--- src/rtl/gpio_irq_pkg.sv ---
package gpio_irq_pkg;

  // Detection codes. Codes 5..7 disable detection.
  typedef enum logic [2:0] {
    DET_HIGH = 3'd0,
    DET_LOW  = 3'd1,
    DET_RISE = 3'd2,
    DET_FALL = 3'd3,
    DET_ANY  = 3'd4
  } det_mode_e;

  localparam int MODE_W        = 3;
  localparam int PINS_PER_TYPE = 8;
  localparam int TYPE_BITS     = MODE_W * PINS_PER_TYPE;

  // Byte offsets on the register bus.
  localparam int OFS_OUT  = 'h00;
  localparam int OFS_DIR  = 'h04;
  localparam int OFS_IN   = 'h08;
  localparam int OFS_STAT = 'h0C;
  localparam int OFS_TYPE = 'h10;

  // Bit position of a pin's code inside its code register.
  function automatic int mode_lsb(int pin);
    return MODE_W * (pin % PINS_PER_TYPE);
  endfunction

  // Index of the code register that holds a pin.
  function automatic int type_reg_of(int pin);
    return pin / PINS_PER_TYPE;
  endfunction

  // 1 for the three edge-latching codes.
  function automatic logic is_edge_mode(logic [MODE_W-1:0] m);
    return (m == DET_RISE) || (m == DET_FALL) || (m == DET_ANY);
  endfunction

  // 1 when the event selected by the code is present this cycle.
  function automatic logic edge_hit(logic [MODE_W-1:0] m, logic cur, logic prev);
    logic r;
    r = 1'b0;
    case (m)
      DET_RISE: r = cur & ~prev;
      DET_FALL: r = ~cur & prev;
      DET_ANY:  r = cur ^ prev;
      default:  r = 1'b0;
    endcase
    return r;
  endfunction

endpackage

--- src/rtl/gpio_in_sync.sv ---
module gpio_in_sync #(
  parameter int WIDTH = 16
) (
  input  logic             clk,
  input  logic             rst_n,
  input  logic [WIDTH-1:0] raw_i,
  output logic [WIDTH-1:0] sync_o,
  output logic [WIDTH-1:0] prev_o
);

  logic [WIDTH-1:0] meta_q;
  logic [WIDTH-1:0] sync_q;
  logic [WIDTH-1:0] prev_q;

  // Two flops per pin, then a third that holds last cycle's synchronized value.
  always_ff @(posedge clk or negedge rst_n) begin
    if (!rst_n) begin
      meta_q <= '0;
      sync_q <= '0;
      prev_q <= '0;
    end else begin
      meta_q <= raw_i;
      sync_q <= meta_q;
      prev_q <= sync_q;
    end
  end

  assign sync_o = sync_q;
  assign prev_o = prev_q;


  sync_delay_chk: assert property (@(posedge clk) disable iff (!rst_n)
    1'b1 |=> (prev_o == $past(sync_o)));

endmodule

--- src/rtl/gpio_pin_detect.sv ---
module gpio_pin_detect
  import gpio_irq_pkg::*;
(
  input  logic              clk,
  input  logic              rst_n,
  input  logic [MODE_W-1:0] mode_i,
  input  logic              cur_i,
  input  logic              prev_i,
  input  logic              clr_i,
  output logic              stat_o
);

  logic stat_q;
  logic stat_d;
  logic evt_hit;
  logic edge_mode;
  logic disabled;

  // Internal events, named so the assertions can refer to them.
  assign evt_hit   = edge_hit(mode_i, cur_i, prev_i);
  assign edge_mode = is_edge_mode(mode_i);
  assign disabled  = (mode_i > DET_ANY);

  always_comb begin
    case (mode_i)
      DET_HIGH: stat_d = cur_i;
      DET_LOW:  stat_d = ~cur_i;
      DET_RISE,
      DET_FALL,
      DET_ANY:  stat_d = (stat_q & ~clr_i) | evt_hit;
      default:  stat_d = 1'b0;
    endcase
  end

  always_ff @(posedge clk or negedge rst_n) begin
    if (!rst_n) stat_q <= 1'b0;
    else        stat_q <= stat_d;
  end

  assign stat_o = stat_q;


  level_high_chk: assert property (@(posedge clk) disable iff (!rst_n)
    (mode_i == DET_HIGH) |=> (stat_o == $past(cur_i)));


  level_low_chk: assert property (@(posedge clk) disable iff (!rst_n)
    (mode_i == DET_LOW) |=> (stat_o == !$past(cur_i)));


  rise_latch_chk: assert property (@(posedge clk) disable iff (!rst_n)
    (mode_i == DET_RISE && cur_i && !prev_i) |=> stat_o);


  fall_latch_chk: assert property (@(posedge clk) disable iff (!rst_n)
    (mode_i == DET_FALL && !cur_i && prev_i) |=> stat_o);


  any_latch_chk: assert property (@(posedge clk) disable iff (!rst_n)
    (mode_i == DET_ANY && (cur_i != prev_i)) |=> stat_o);


  edge_hold_chk: assert property (@(posedge clk) disable iff (!rst_n)
    (edge_mode && stat_o && !clr_i) |=> stat_o);


  edge_clear_chk: assert property (@(posedge clk) disable iff (!rst_n)
    (edge_mode && clr_i && !evt_hit) |=> !stat_o);


  disabled_chk: assert property (@(posedge clk) disable iff (!rst_n)
    disabled |=> !stat_o);


  set_wins_chk: assert property (@(posedge clk) disable iff (!rst_n)
    (clr_i && evt_hit) |=> stat_o);

endmodule

--- src/rtl/gpio_irq_ctrl.sv ---
module gpio_irq_ctrl
  import gpio_irq_pkg::*;
#(
  parameter int NUM_PINS = 16,
  parameter int DATA_W   = 32,
  parameter int ADDR_W   = 5
) (
  input  logic                clk,
  input  logic                rst_n,
  input  logic                bus_sel,
  input  logic                bus_wr,
  input  logic [ADDR_W-1:0]   bus_addr,
  input  logic [DATA_W-1:0]   bus_wdata,
  output logic [DATA_W-1:0]   bus_rdata,
  input  logic [NUM_PINS-1:0] pad_in,
  output logic [NUM_PINS-1:0] pad_out,
  output logic [NUM_PINS-1:0] pad_oe,
  output logic [NUM_PINS-1:0] irq_o
);

  localparam int NTYPE = (NUM_PINS + PINS_PER_TYPE - 1) / PINS_PER_TYPE;

  logic [NUM_PINS-1:0]  out_q;
  logic [NUM_PINS-1:0]  dir_q;
  logic [TYPE_BITS-1:0] type_q [NTYPE];
  logic [NUM_PINS-1:0]  in_sync;
  logic [NUM_PINS-1:0]  in_prev;
  logic [NUM_PINS-1:0]  stat_vec;
  logic [NUM_PINS-1:0]  clr_vec;
  logic                 wr_any;
  logic                 wr_out;
  logic                 wr_dir;
  logic                 wr_stat;
  logic                 unused_hi;

  assign wr_any  = bus_sel && bus_wr;
  assign wr_out  = wr_any && (bus_addr == ADDR_W'(OFS_OUT));
  assign wr_dir  = wr_any && (bus_addr == ADDR_W'(OFS_DIR));
  assign wr_stat = wr_any && (bus_addr == ADDR_W'(OFS_STAT));
  assign clr_vec = wr_stat ? bus_wdata[NUM_PINS-1:0] : '0;
  assign unused_hi = ^bus_wdata[DATA_W-1:TYPE_BITS];

  always_ff @(posedge clk or negedge rst_n) begin
    if (!rst_n) begin
      out_q <= '0;
      dir_q <= '1;
    end else begin
      if (wr_out) out_q <= bus_wdata[NUM_PINS-1:0];
      if (wr_dir) dir_q <= bus_wdata[NUM_PINS-1:0];
    end
  end

  always_ff @(posedge clk or negedge rst_n) begin
    if (!rst_n) begin
      for (int i = 0; i < NTYPE; i++) type_q[i] <= '0;
    end else begin
      for (int i = 0; i < NTYPE; i++) begin
        if (wr_any && bus_addr == ADDR_W'(OFS_TYPE + 4 * i))
          type_q[i] <= bus_wdata[TYPE_BITS-1:0];
      end
    end
  end

  gpio_in_sync #(.WIDTH(NUM_PINS)) sync_i (
    .clk    (clk),
    .rst_n  (rst_n),
    .raw_i  (pad_in),
    .sync_o (in_sync),
    .prev_o (in_prev)
  );

  for (genvar p = 0; p < NUM_PINS; p++) begin : g_pin
    gpio_pin_detect det_i (
      .clk    (clk),
      .rst_n  (rst_n),
      .mode_i (type_q[type_reg_of(p)][mode_lsb(p) +: MODE_W]),
      .cur_i  (in_sync[p]),
      .prev_i (in_prev[p]),
      .clr_i  (clr_vec[p]),
      .stat_o (stat_vec[p])
    );
  end

  always_comb begin
    bus_rdata = '0;
    if (bus_addr == ADDR_W'(OFS_OUT))  bus_rdata = DATA_W'(out_q);
    if (bus_addr == ADDR_W'(OFS_DIR))  bus_rdata = DATA_W'(dir_q);
    if (bus_addr == ADDR_W'(OFS_IN))   bus_rdata = DATA_W'(in_sync);
    if (bus_addr == ADDR_W'(OFS_STAT)) bus_rdata = DATA_W'(stat_vec);
    for (int i = 0; i < NTYPE; i++) begin
      if (bus_addr == ADDR_W'(OFS_TYPE + 4 * i)) bus_rdata = DATA_W'(type_q[i]);
    end
  end

  assign pad_out = out_q;
  assign pad_oe  = ~dir_q;
  assign irq_o   = stat_vec;


  out_write_chk: assert property (@(posedge clk) disable iff (!rst_n)
    wr_out |=> (pad_out == $past(bus_wdata[NUM_PINS-1:0])));


  dir_write_chk: assert property (@(posedge clk) disable iff (!rst_n)
    wr_dir |=> (pad_oe == ~$past(bus_wdata[NUM_PINS-1:0])));


  stat_read_chk: assert property (@(posedge clk) disable iff (!rst_n)
    (bus_addr == ADDR_W'(OFS_STAT)) |-> (bus_rdata[NUM_PINS-1:0] == irq_o));

endmodule

--- config.mk ---
export PLATFORM = sky130hd
export DESIGN_NAME = gpio_irq_ctrl
export DESIGN_NICKNAME = d
export VERILOG_FILES = /design/src/rtl/gpio_irq_pkg.sv /design/src/rtl/gpio_in_sync.sv /design/src/rtl/gpio_pin_detect.sv /design/src/rtl/gpio_irq_ctrl.sv
export SDC_FILE = /design/constraint.sdc
export NUM_CORES = 1
export LEC_CHECK = 0
export BUFFER_PORTS_ARGS = -buffer_cell sky130_fd_sc_hd__buf_2
export CELL_PAD_IN_SITES_DETAIL_PLACEMENT = 0
export CELL_PAD_IN_SITES_GLOBAL_PLACEMENT = 2
export CORE_ASPECT_RATIO = 0.7
export CORE_UTILIZATION = 36
export CTS_CLUSTER_DIAMETER = 120
export DETAILED_ROUTE_END_ITERATION = 16
export HOLD_SLACK_MARGIN = 0.05
export MAX_ROUTING_LAYER = met4
export PLACE_DENSITY_LB_ADDON = 0.25
export SLEW_MARGIN = 20
export SYNTH_ARGS = -nofsm -noshare
export SYNTH_HDL_FRONTEND = slang
export SYNTH_SLANG_ARGS = --single-unit
--- constraint.sdc ---
create_clock -name clk -period 2.35 [get_ports clk]
set_input_delay 0.47 -clock clk [delete_from_list [all_inputs] [get_ports clk]]
set_output_delay 0.47 -clock clk [all_outputs]
set_load 0.01 [all_outputs]
==> impl_results.md, run 1 <==
- Worst-path clk slew: about 0.06 ns
- Number of antenna violations at the first check in global routing: 0
- All-layer global routing usage: 0.213
- Drt first-iter violations: 277
- Worst Hold Launch: pad_in[7]
- Leakage dissipation: 4.19 nW
- Critical Path Fanout Max: 6
- Final routed wire length divided by cell count: ~19 um
- Via total after detailed routing: approximately 5300
- DRC violation count after routing: 0
- Clock root cell: sky130_fd_sc_hd__clkbuf_16
- Antenna-violating nets left: 0
- # diodes: 0
- Final hold violations: 0
- CTS sink cnt: 144
- CTS buffer count: 17
- Count of fill cells added during filler insertion: 1825
- First-pass GRT wire length: 31.3 mm
- Drt total wl: 19.5 mm
- CP Capture Type: primary output
- Post-synthesis instance area: 0.00711 mm^2
- Placed wire-length estimate: 13.8 mm
- Max-cap violation count: 0
- R2R Path End: g_pin[7].det_i.stat_o
- Most frequent cells in the layout: sky130_fd_sc_hd__dfrtp_1 (128), sky130_fd_sc_hd__buf_2 (119), sky130_fd_sc_hd__mux2_2 (60)
- Type of element launching the critical path: input port
- Placer Congestion: 0.851
- Synthesis-stage register bit count: 144
- Vias in the first global route: 5593
- Total power of the final layout: 7.08 mW
- Starting density of the core: 0.372
- Die outline height: 120 um
- Nets: 857
- Pwr/cell area: 802 mW/mm^2
- Setup TNS: 0 ns
- Rel. slew slack: 0.662
- Endpoint, Worst Hold: sync_i.meta_q[7]
- Critical path required time: between 1.5 and 2 ns
- Origin of the critical flop-to-flop path: sync_i.sync_o[7]
- Min Clock Period, post-route: between 2 and 2.5 ns
- Port-buffer cells: 120
- Worst Clk Skew: 0.00854 ns
- Congestion Overflow GR: 0
- X dimension of the die: roughly 170 um
- Count of synthesis-stage warnings from yosys: 0
- Standard cell core area: 0.0191 mm^2
- Min-Delay Path Depth: 1
- H-tree lvl count: 4
- Worst IR drop on VDD: ~0.48 mV
- Period utilisation layout: 0.987
- Setup repair after global routing missed its margin: true
- Worst hold path class: input port to flip-flop
- Commonest non-fill, non-tap cell in the layout: sky130_fd_sc_hd__dfrtp_1
- Setup slack of the most critical reg-to-reg path: 0.83 ns
- Arrival time reported for the critical path endpoint: 1.85 ns
- Final setup fails: 0
- Number of rows created at floorplan: 42
- Number of buffers between clock root and the deepest sink: 2
- Layout-stage area growth over the synthesis result: 24.2%
- Status: finished, final reports clean
- Worst-margin pin slew: 0.494 ns
- Worst-skew pair later-pin latency: 0.43 ns
- Number of cells traversed by the worst register-to-register path: 4
- Die area: between 0.02 and 0.025 mm^2
- Startpoint-to-endpoint class of the critical path: input port to primary output
- Per-instance average area after synthesis: approximately 11 um^2
- Share of post-route cells with drive strength above 1: 0.350
- First-pass detailed-route iteration total: 4
- Pre-CTS setup slack: -0.0461 ns
- Cells after synthesis: roughly 630
- Number of top-level pins: 137
- Via density per instance: 5.11
- Synth cell types: 37
- Fmax: approximately 430 MHz
- TritonCTS clock tree: built
- PnR worst setup slack: 0.0301 ns
- Final Max Slew Viols: 0
- Share of synthesized area occupied by flip-flops and latches: 0.510
- Maximum number of pins on one net before global-route repair: 48
==> registers in the layout, summed over array words and instances (netlist names) <==
signal,cells
sync_i.meta_q,16
sync_i.sync_o,16
dir_q,16
pad_out,16
g_pin.det_i.stat_o,16
sync_i.prev_o,16
type_q,48
==> per-layer routing <==
| metal | vias to the layer above | share of wire | GRT usage |
|---|---|---|---|
| li1 | 2505 | - | - |
| met1 | 2697 | 0.49 | 0.294 |
| met2 | 134 | 0.45 | 0.315 |
| met3 | 6 | 0.054 | 0.0442 |
| met4 | 0 | 0.0051 | 0.0619 |
| met5 | - | 0 | - |
==> kinds of logic (layout without fill, tap and decap cells) <==
| family | after synthesis | count (layout) | share of synthesized area |
|---|---|---|---|
| mux | 97 | 97 | 0.151 |
| compound gates | 152 | 152 | 0.135 |
| fa+ha+maj | 32 | 32 | 0.0563 |
| other cells | 1 | 8 | 0.000528 |
| simple gates | 110 | 110 | 0.0778 |
| buf+inv | 98 | 238 | 0.0697 |
| flops | 144 | 144 | 0.510 |
==> through the flow <==
stage / area [um^2] / utilization / std cells / hold slack [ns]
floorplan: 7130 / - / 641 / 0.174
global placement: 8160 / 0.426 / 1011 / 0.333
detailed placement: 8160 / 0.426 / 1011 / 0.336
CTS: 8800 / 0.460 / 1044 / 0.125
global route: 8820 / 0.461 / 1045 / 0.126
finish: 8820 / 0.461 / 1045 / 0.142
==> area by class of cell <==
type	instances	area, um^2	share of cell area
Multi-Input combinational cell	399	3050	0.346
Clock inverter	13	188	0.0213
Timing Repair Buffer	156	1000	0.113
Sequential cell	144	3620	0.411
Clock buffer	19	443	0.0502
Inverter	50	188	0.0213
Tap cell	264	330	0.0374
==> report_power, final <==
part / total, mW / internal [mW] / switching (mW)
combinational: 1.02 / 0.498 / 0.525
sequential: 3.16 / 2.81 / 0.352
clock: 2.90 / 1.81 / 1.09
total: 7.08 / 5.11 / 1.97
==> synth_stat cells <==
cell type / number / area share
sky130_fd_sc_hd__a2111oi_0: 16 / 0.020
sky130_fd_sc_hd__a211o_1: 1 / 0.0012
sky130_fd_sc_hd__a21oi_1: 49 / 0.035
sky130_fd_sc_hd__a22o_1: 8 / 0.0099
sky130_fd_sc_hd__a22oi_1: 15 / 0.016
sky130_fd_sc_hd__and3_1: 1 / 0.00088
sky130_fd_sc_hd__and4_1: 1 / 0.0012
sky130_fd_sc_hd__buf_1: 1 / 0.00053
sky130_fd_sc_hd__buf_2: 3 / 0.0021
sky130_fd_sc_hd__buf_4: 27 / 0.029
sky130_fd_sc_hd__buf_8: 2 / 0.0042
sky130_fd_sc_hd__clkbuf_1: 15 / 0.0079
sky130_fd_sc_hd__conb_1: 1 / 0.00053
sky130_fd_sc_hd__dfrtp_1: 128 / 0.45
sky130_fd_sc_hd__dfstp_2: 16 / 0.059
sky130_fd_sc_hd__ha_1: 32 / 0.056
sky130_fd_sc_hd__inv_1: 50 / 0.026
sky130_fd_sc_hd__mux2_1: 20 / 0.032
sky130_fd_sc_hd__mux2_2: 60 / 0.095
sky130_fd_sc_hd__mux2i_1: 17 / 0.024
sky130_fd_sc_hd__nand2_1: 32 / 0.017
sky130_fd_sc_hd__nand3_1: 16 / 0.011
sky130_fd_sc_hd__nand4b_1: 1 / 0.0012
sky130_fd_sc_hd__nor2_1: 20 / 0.011
sky130_fd_sc_hd__nor2b_1: 17 / 0.015
sky130_fd_sc_hd__nor3_1: 16 / 0.011
sky130_fd_sc_hd__nor3_2: 1 / 0.0014
sky130_fd_sc_hd__nor3b_4: 1 / 0.0026
sky130_fd_sc_hd__nor4b_2: 1 / 0.0021
sky130_fd_sc_hd__o2111ai_1: 15 / 0.018
sky130_fd_sc_hd__o211ai_1: 1 / 0.0011
sky130_fd_sc_hd__o21ai_0: 45 / 0.032
sky130_fd_sc_hd__o221ai_1: 1 / 0.0012
sky130_fd_sc_hd__o32a_1: 1 / 0.0014
sky130_fd_sc_hd__or2_2: 1 / 0.00088
sky130_fd_sc_hd__or3_1: 1 / 0.00088
sky130_fd_sc_hd__or3b_4: 1 / 0.0016
==> how the worst max path moves through the flow <==
stage,startpoint,to,cells after the start
CTS,bus_addr[1],bus_rdata[7],7
detailed placement,bus_addr[1],type_q[20],7
global placement,bus_addr[1],bus_rdata[7],7
global route,bus_addr[1],bus_rdata[17],7
floorplan,bus_addr[4],bus_rdata[10],7
finish,bus_addr[1],bus_rdata[22],7
==> critical path, stage by stage <==
cell and delay [ns]:
sky130_fd_sc_hd__buf_2 0.11, sky130_fd_sc_hd__or3b_4 0.44, sky130_fd_sc_hd__nor3b_4 0.26, sky130_fd_sc_hd__buf_4 0.18, sky130_fd_sc_hd__buf_12 0.11, sky130_fd_sc_hd__a22o_1 0.14, sky130_fd_sc_hd__buf_2 0.13
==> repair_timing <==
action                     CTS  global route
resized for setup            0             5
hold endpoints to repair    39             0
setup endpoints to repair    0            17
buffers inserted             0             1
hold buffers                 1             0
Note: power is estimated with default switching activity, not from simulation.
==> run 2: changes to the inputs <==
REMOVE_ABC_BUFFERS = 1   (was not set)
TNS_END_PERCENT = 1   (was not set)
==> run 2 against run 1 <==
Via count increased by 0.39%. Total power decreased by 3.1%. Combinational power hardly changed. Register-to-register slack improved by 0.08 ns. Cell count is 0.29% higher. Sequential share of layout area increased by 0.33 points. Largest cell class unchanged. Largest power group unchanged. Highest routed layer unchanged.
==> impl_results.md, run 2 (same netlist as run 1, synthesis figures left out) <==
- Instance area at placement: 0.00815 mm^2 (about the same)
- Power Internal: 4.91 mW (-3.9%)
- H-tree lvl count: 4 (unchanged)
- Die area: 0.0203 mm^2 (unchanged)
- Min-Delay Path Depth: 1 (unchanged)
- CTS sink cnt: 144 (unchanged)
- Cells traversed along the worst timing path: buf_2 -> or3b_4 -> buf_4 -> or3_1 -> nand3_1 -> buf_2
- Nets: 860 (+0.35%)
- Top register by number of flip-flops: type_q
- Critical path's top delay family: simple AND/OR/NAND/NOR gates
- Period utilisation layout: 0.972 (-0.0155)
- Layout-stage area growth over the synthesis result: 23.2%
- Number of buffers between clock root and the deepest sink: 2 (unchanged)
- First-pass detailed-route iteration total: 4 (unchanged)
- Area taken by flip-flops and latches: 0.00362 mm^2 (unchanged)
- Starting density of the core: 0.372 (unchanged)
- Antenna-violating nets left: 0 (unchanged)
- Port-buffer cells: 120 (unchanged)
- X dimension of the die: 170 um (unchanged)
- DRC violation count after routing: 0 (unchanged)
- Area of the multi-input gates: 0.00305 mm^2 (about the same)
- Status: finished, final reports clean
- Worst path most repeated cell: sky130_fd_sc_hd__buf_2
- # diodes: 0 (unchanged)
- CTS buffer count: 17 (unchanged)
- Clock root cell: sky130_fd_sc_hd__clkbuf_16
- Worst-path clk slew: 0.06 ns (about the same)
- Final hold violations: 0 (unchanged)
- TritonCTS clock tree: built
- Via total after detailed routing: 5363 (+0.39%)
- Number of cells traversed by the worst register-to-register path: 4 (unchanged)
- Commonest non-fill, non-tap cell in the layout: sky130_fd_sc_hd__dfrtp_1
- Max-cap violation count: 0 (unchanged)
- Startpoint-to-endpoint class of the critical path: input port to primary output
- Switching power of the nets: 1.95 mW (-1.0%)
- Worst hold path class: input port to flip-flop
- Worst-skew pair later-pin latency: 0.43 ns (about the same)
- Final Max Slew Viols: 0 (unchanged)
- Setup repair after global routing missed its margin: true
- Count of fill cells added during filler insertion: 1821 (-0.22%)
- Rel. slew slack: 0.590 (-0.0725)
- Placed wire-length estimate: 13.8 mm (-0.20%)
- Maximum number of pins on one net before global-route repair: 63 (+31%)
- Number of antenna violations at the first check in global routing: 0 (unchanged)
- Min Clock Period, post-route: 2.28 ns (-0.0363 ns)
- Leakage dissipation: 4.15 nW (-1.0%)
- Drt total wl: 19.1 mm (-1.9%)
- Via density per instance: 5.12 (+0.11%)
- Drt first-iter violations: 329 (+19%)
- Worst-margin pin slew: 0.615 ns (+0.122 ns)
- Placer Congestion: 0.795 (-6.6%)
- First-pass GRT wire length: 30.4 mm (-3.0%)
- Flip-flop count of the largest register, all copies and words added: 48 (unchanged)
- Number of top-level pins: 137 (unchanged)
- Fin area: 0.00875 mm^2 (-0.79%)
- Delay of the slowest cell on the worst path: 0.41 ns (-0.03 ns)
- Vias in the first global route: 5510 (-1.5%)
- Cell count along the critical path: 6 (-1)
- Arrival time reported for the critical path endpoint: 1.81 ns (-0.04 ns)
- Type of element launching the critical path: input port
- Critical path buffers and inverters: 3 (-1)
- Pwr/cell area: 783 mW/mm^2 (-2.3%)
- Fmax: 438 MHz (+1.6%)
- Most frequent cells in the layout: sky130_fd_sc_hd__dfrtp_1 (128), sky130_fd_sc_hd__buf_2 (119), sky130_fd_sc_hd__mux2_2 (60)
- Congestion Overflow GR: 0 (unchanged)
- Part of the total power dissipated in sequential elements: 0.460 (+0.014)
- PnR worst setup slack: 0.0664 ns (+0.0363 ns)
- Proportion of power drawn by the clock network: 0.392 (-0.017)
- Worst Clk Skew: 0.00952 ns (+0.000980 ns)
- Critical Path Fanout Max: 3 (-3)
- Slowest cell on crit path: sky130_fd_sc_hd__or3b_4
- Fraction of power spent switching nets: 0.284 (+0.00593)
- Number of rows created at floorplan: 42 (unchanged)
- Share of post-route cells with drive strength above 1: 0.347 (-0.00261)
- Critical path required time: 1.88 ns (about the same)
- Pre-CTS setup slack: -0.00888 ns (+0.0372 ns)
- Final setup fails: 0 (unchanged)
- Part of the power in combinational logic: 0.148 (+0.003)
- Worst IR drop on VDD: 0.482 mV (+1.6%)
- All-layer global routing usage: 0.205 (-0.00749)
- Standard cell core area: 0.0191 mm^2 (unchanged)
- Count of buffers added by post-CTS timing repair for setup: 0 (unchanged)
- Final routed wire length divided by cell count: 18.2 um (-2.2%)
- CP Capture Type: primary output
- Die outline height: 120 um (unchanged)
[run 2: area by class of cell]
| class | count | share of cell area |
|---|---|---|
| tap | 264 | 0.0377 |
| timing repair buffer | 159 | 0.112 |
| inverter | 50 | 0.0214 |
| sequential | 144 | 0.414 |
| clock buffer | 22 | 0.0530 |
| multi-input combinational | 399 | 0.348 |
| clock inverter | 10 | 0.0129 |
[run 2: final timing paths]
check / slack (ns) / end / from
worst max register to register: 0.91 / g_pin[12].det_i.stat_o / sync_i.sync_o[12]
max in group asynchronous: 1.04 / dir_q[8] / rst_n
worst max-delay path: 0.07 / bus_rdata[11] / bus_addr[0]
worst min register to register: 0.35 / sync_i.sync_o[2] / sync_i.meta_q[2]
worst min-delay path: 0.15 / sync_i.meta_q[3] / pad_in[3]
min in group asynchronous: 0.63 / sync_i.meta_q[12] / rst_n
[run 2: through the flow]
step	TNS (ns)	cells	power [mW]	hold slack [ns]	util
global route	-0.0116	1048	7.21	0.124	0.458
detailed placement	-0.0112	1015	4.21	0.335	0.426
global placement	0	1015	4.16	0.332	0.426
finish	0	1048	6.86	0.145	0.458
floorplan	-53.11	593	3.66	0.174	-
CTS	0	1048	6.94	0.118	0.457
[run 2: timing repair]
action                     4_1_cts  5_1_grt
resized for setup                1        3
pin swaps                        0        1
setup endpoints to repair        1        4
hold buffers                     1        0
hold endpoints to repair         3        0
[run 2: power groups by stage]
stage | Sequential [mW] | Clock, mW | Combinational (mW)
after floorplan | 3.13 | 0 | 0.529
after global placement | 3.18 | 0 | 0.984
after detailed placement | 3.19 | 0 | 1.02
after CTS | 3.15 | 2.77 | 1.03
after global routing | 3.21 | 2.87 | 1.13
final | 3.15 | 2.69 | 1.01
[run 2: layer usage]
metal | vias up | GRT usage | wire, um
li1 | 2530 | - | -
met1 | 2698 | 0.282 | 9430
met2 | 117 | 0.305 | 8820
met3 | 18 | 0.0340 | 603
met4 | 0 | 0.0749 | 235
met5 | - | - | 0
==> run 3: changes to the inputs <==
CORE_UTILIZATION = 32   (was 36)
clock period = 1.9 ns   (was 2.35 ns; I/O delays follow)
==> run 3 against run 2 <==
The run now ends with negative setup slack left. Worst hold slack worse by 0.081 ns. Critical path depth up 2. Sequential share of layout area down 1.8 points. Highest routed layer unchanged.
==> impl_results.md, run 3 (same netlist as run 1, synthesis figures left out) <==
- Worst Clk Skew: 0.00764 ns (-0.00187 ns)
- Critical path required time: 1.52 ns (-0.36 ns)
- Share of post-route cells with drive strength above 1: 0.363 (+0.0158)
- Placer Congestion: 0.806 (+1.5%)
- Final Core Density: 0.421 (-0.0364)
- CTS buffer count: 17 (unchanged)
- Die outline height: 127 um (+6.0%)
- Number of standard cells in the layout, taps in and fillers out: 1088 (+3.8%)
- Vias in the first global route: 5341 (-3.1%)
- Congestion Overflow GR: 0 (unchanged)
- Number of antenna violations at the first check in global routing: 0 (unchanged)
- Number of top-level pins: 137 (unchanged)
- X dimension of the die: 180 um (+6.0%)
- Arrival time reported for the critical path endpoint: 1.72 ns (-0.09 ns)
- Maximum number of pins on one net before global-route repair: 47 (-25%)
- Commonest non-fill, non-tap cell in the layout: sky130_fd_sc_hd__dfrtp_1
- Max-cap violation count: 0 (unchanged)
- Flip-flop count of the largest register, all copies and words added: 48 (unchanged)
- Fmax: 477 MHz
- All-layer global routing usage: 0.187 (-0.0183)
- Drt first-iter violations: 279 (-15%)
- Clock root cell: sky130_fd_sc_hd__clkbuf_16
- Layout-stage area growth over the synthesis result: 28.8%
- Placed wire-length estimate: 14.3 mm (+4.0%)
- Instance area at placement: 0.00822 mm^2 (+0.89%)
- Fraction of power spent switching nets: 0.282 (-0.00162)
- Critical Path Fanout Max: 5 (+2)
- Leakage dissipation: 4.33 nW (+4.5%)
- Nets: 881 (+2.4%)
- Failing checks: negative setup slack
- Proportion of power drawn by the clock network: 0.403 (+0.011)
- Count of fill cells added during filler insertion: 2126 (+17%)
- Part of the total power dissipated in sequential elements: 0.446 (-0.014)
- Part of the power in combinational logic: 0.151 (+0.003)
- Pre-CTS setup slack: -0.295 ns (-0.286 ns)
- Period utilisation layout: 1.10
- Number of buffers between clock root and the deepest sink: 2 (unchanged)
- Status: finished with violations
- Most frequent cells in the layout: sky130_fd_sc_hd__dfrtp_1 (127), sky130_fd_sc_hd__buf_2 (109), sky130_fd_sc_hd__mux2_2 (60)
- Area taken by flip-flops and latches: 0.00362 mm^2 (about the same)
- Switching power of the nets: 2.47 mW (+27%)
- Power Internal: 6.28 mW (+28%)
- Via total after detailed routing: 5415 (+0.97%)
- Via density per instance: 4.98 (-2.7%)
- Die area: 0.0228 mm^2 (+12%)
- Worst IR drop on VDD: 0.518 mV (+7.4%)
- Pwr/cell area: 955 mW/mm^2 (+22%)
- Startpoint-to-endpoint class of the critical path: input port to primary output
- Setup repair after global routing missed its margin: true
- CTS sink cnt: 144 (unchanged)
- Worst hold path class: input port to flip-flop
- PnR worst setup slack: -0.196 ns (-0.262 ns)
- Final Max Slew Viols: 0 (unchanged)
- First-pass GRT wire length: 31.2 mm (+2.8%)
- Port-buffer cells: 120 (unchanged)
- Type of element launching the critical path: input port
- Standard cell core area: 0.0217 mm^2 (+14%)
- Final routed wire length divided by cell count: 18.3 um (+0.50%)
- Final setup fails: 24 (+24)
- Starting density of the core: 0.327 (-0.0445)
- DRC violation count after routing: 0 (unchanged)
- Min Clock Period, post-route: 2.10 ns
- Number of cells in the design after placement: 1038 (+2.3%)
- Top register by number of flip-flops: type_q
- Worst-skew pair later-pin latency: 0.43 ns (about the same)
- Final hold violations: 0 (unchanged)
- Fin area: 0.00915 mm^2 (+4.6%)
- Antenna-violating nets left: 0 (unchanged)
- TritonCTS clock tree: built
- Area of the multi-input gates: 0.00311 mm^2 (+1.8%)
- H-tree lvl count: 4 (unchanged)
- CP Capture Type: primary output
- Worst-path clk slew: 0.06 ns (about the same)
- Number of rows created at floorplan: 45 (+7.1%)
- First-pass detailed-route iteration total: 4 (unchanged)
- Drt total wl: 19.9 mm (+4.3%)
[run 3: cell types whose count changed in the layout (fill, tap and decap cells not counted), sizes merged]
cell         before  now
clkinvlp          5    4
diode             0    1
inv              50   53
buf             158  165
dlygate4sd3       1   15
clkinv            3    1
bufinv            2    3
clkbuf           22   21
[run 3: layer usage]
metal	vias to the layer above	GRT usage	part of all wire
li1	2564	-	-
met1	2706	0.253	0.49
met2	137	0.283	0.45
met3	8	0.0434	0.050
met4	0	0.0437	0.0044
met5	-	-	0
[run 3: through the flow]
step | power, mW | setup TNS, ns | hold WS, ns
after global placement | 5.18 | -16.45 | 0.334
final | 8.74 | -3.65 | 0.0643
after detailed placement | 5.23 | -21.22 | 0.335
after global routing | 9.18 | -4.86 | 0.0502
after CTS | 8.84 | -3.85 | 0.0511
after floorplan | 4.53 | -94.15 | 0.0844
[run 3: path summary, 6_finish.rpt]
kind                              startpoint                endpoint  slack, ns  cells past startpoint
max                              bus_addr[0]            bus_rdata[0]      -0.20                      8
min                               pad_in[12]       sync_i.meta_q[12]       0.06                      1
max reg2reg                sync_i.sync_o[11]  g_pin[11].det_i.stat_o       0.40                      6
min reg2reg                sync_i.meta_q[11]       sync_i.sync_o[11]       0.35                      0
max in group asynchronous              rst_n               dir_q[11]       0.78                      3
min in group asynchronous              rst_n             pad_out[14]       0.46                      2
[run 3: timing repair]
item | in CTS | in global routing
hold buffers | 12 | 3
resized for setup | 23 | 8
cloned | 1 | 0
endpoints found under the hold margin | 44 | 3
pin swaps | 9 | 3
endpoints found under the setup margin | 24 | 24
setup buffers | 1 | 0
[run 3: power by group through the flow]
stage	Combinational, mW	Clock, mW	Sequential (mW)
after CTS	1.32	3.61	3.90
after detailed placement	1.28	0	3.95
after global routing	1.46	3.75	3.97
final	1.32	3.53	3.90
after floorplan	0.654	0	3.87
after global placement	1.25	0	3.93
[run 3: layout make-up]
cell class,instances,share of cell area
clock inverter,11,0.0169
multi-input combinational,399,0.339
timing repair buffer,180,0.138
tap,282,0.0385
clock buffer,21,0.0503
inverter,50,0.0205
antenna,1,0.000273
sequential,144,0.396
[run 3: critical path: stages]
cell	delay, ns
sky130_fd_sc_hd__buf_6	0.09
sky130_fd_sc_hd__or3b_4	0.44
sky130_fd_sc_hd__nor3b_4	0.19
sky130_fd_sc_hd__buf_6	0.16
sky130_fd_sc_hd__buf_6	0.14
sky130_fd_sc_hd__nand2_1	0.07
sky130_fd_sc_hd__nand3_1	0.11
sky130_fd_sc_hd__buf_2	0.14
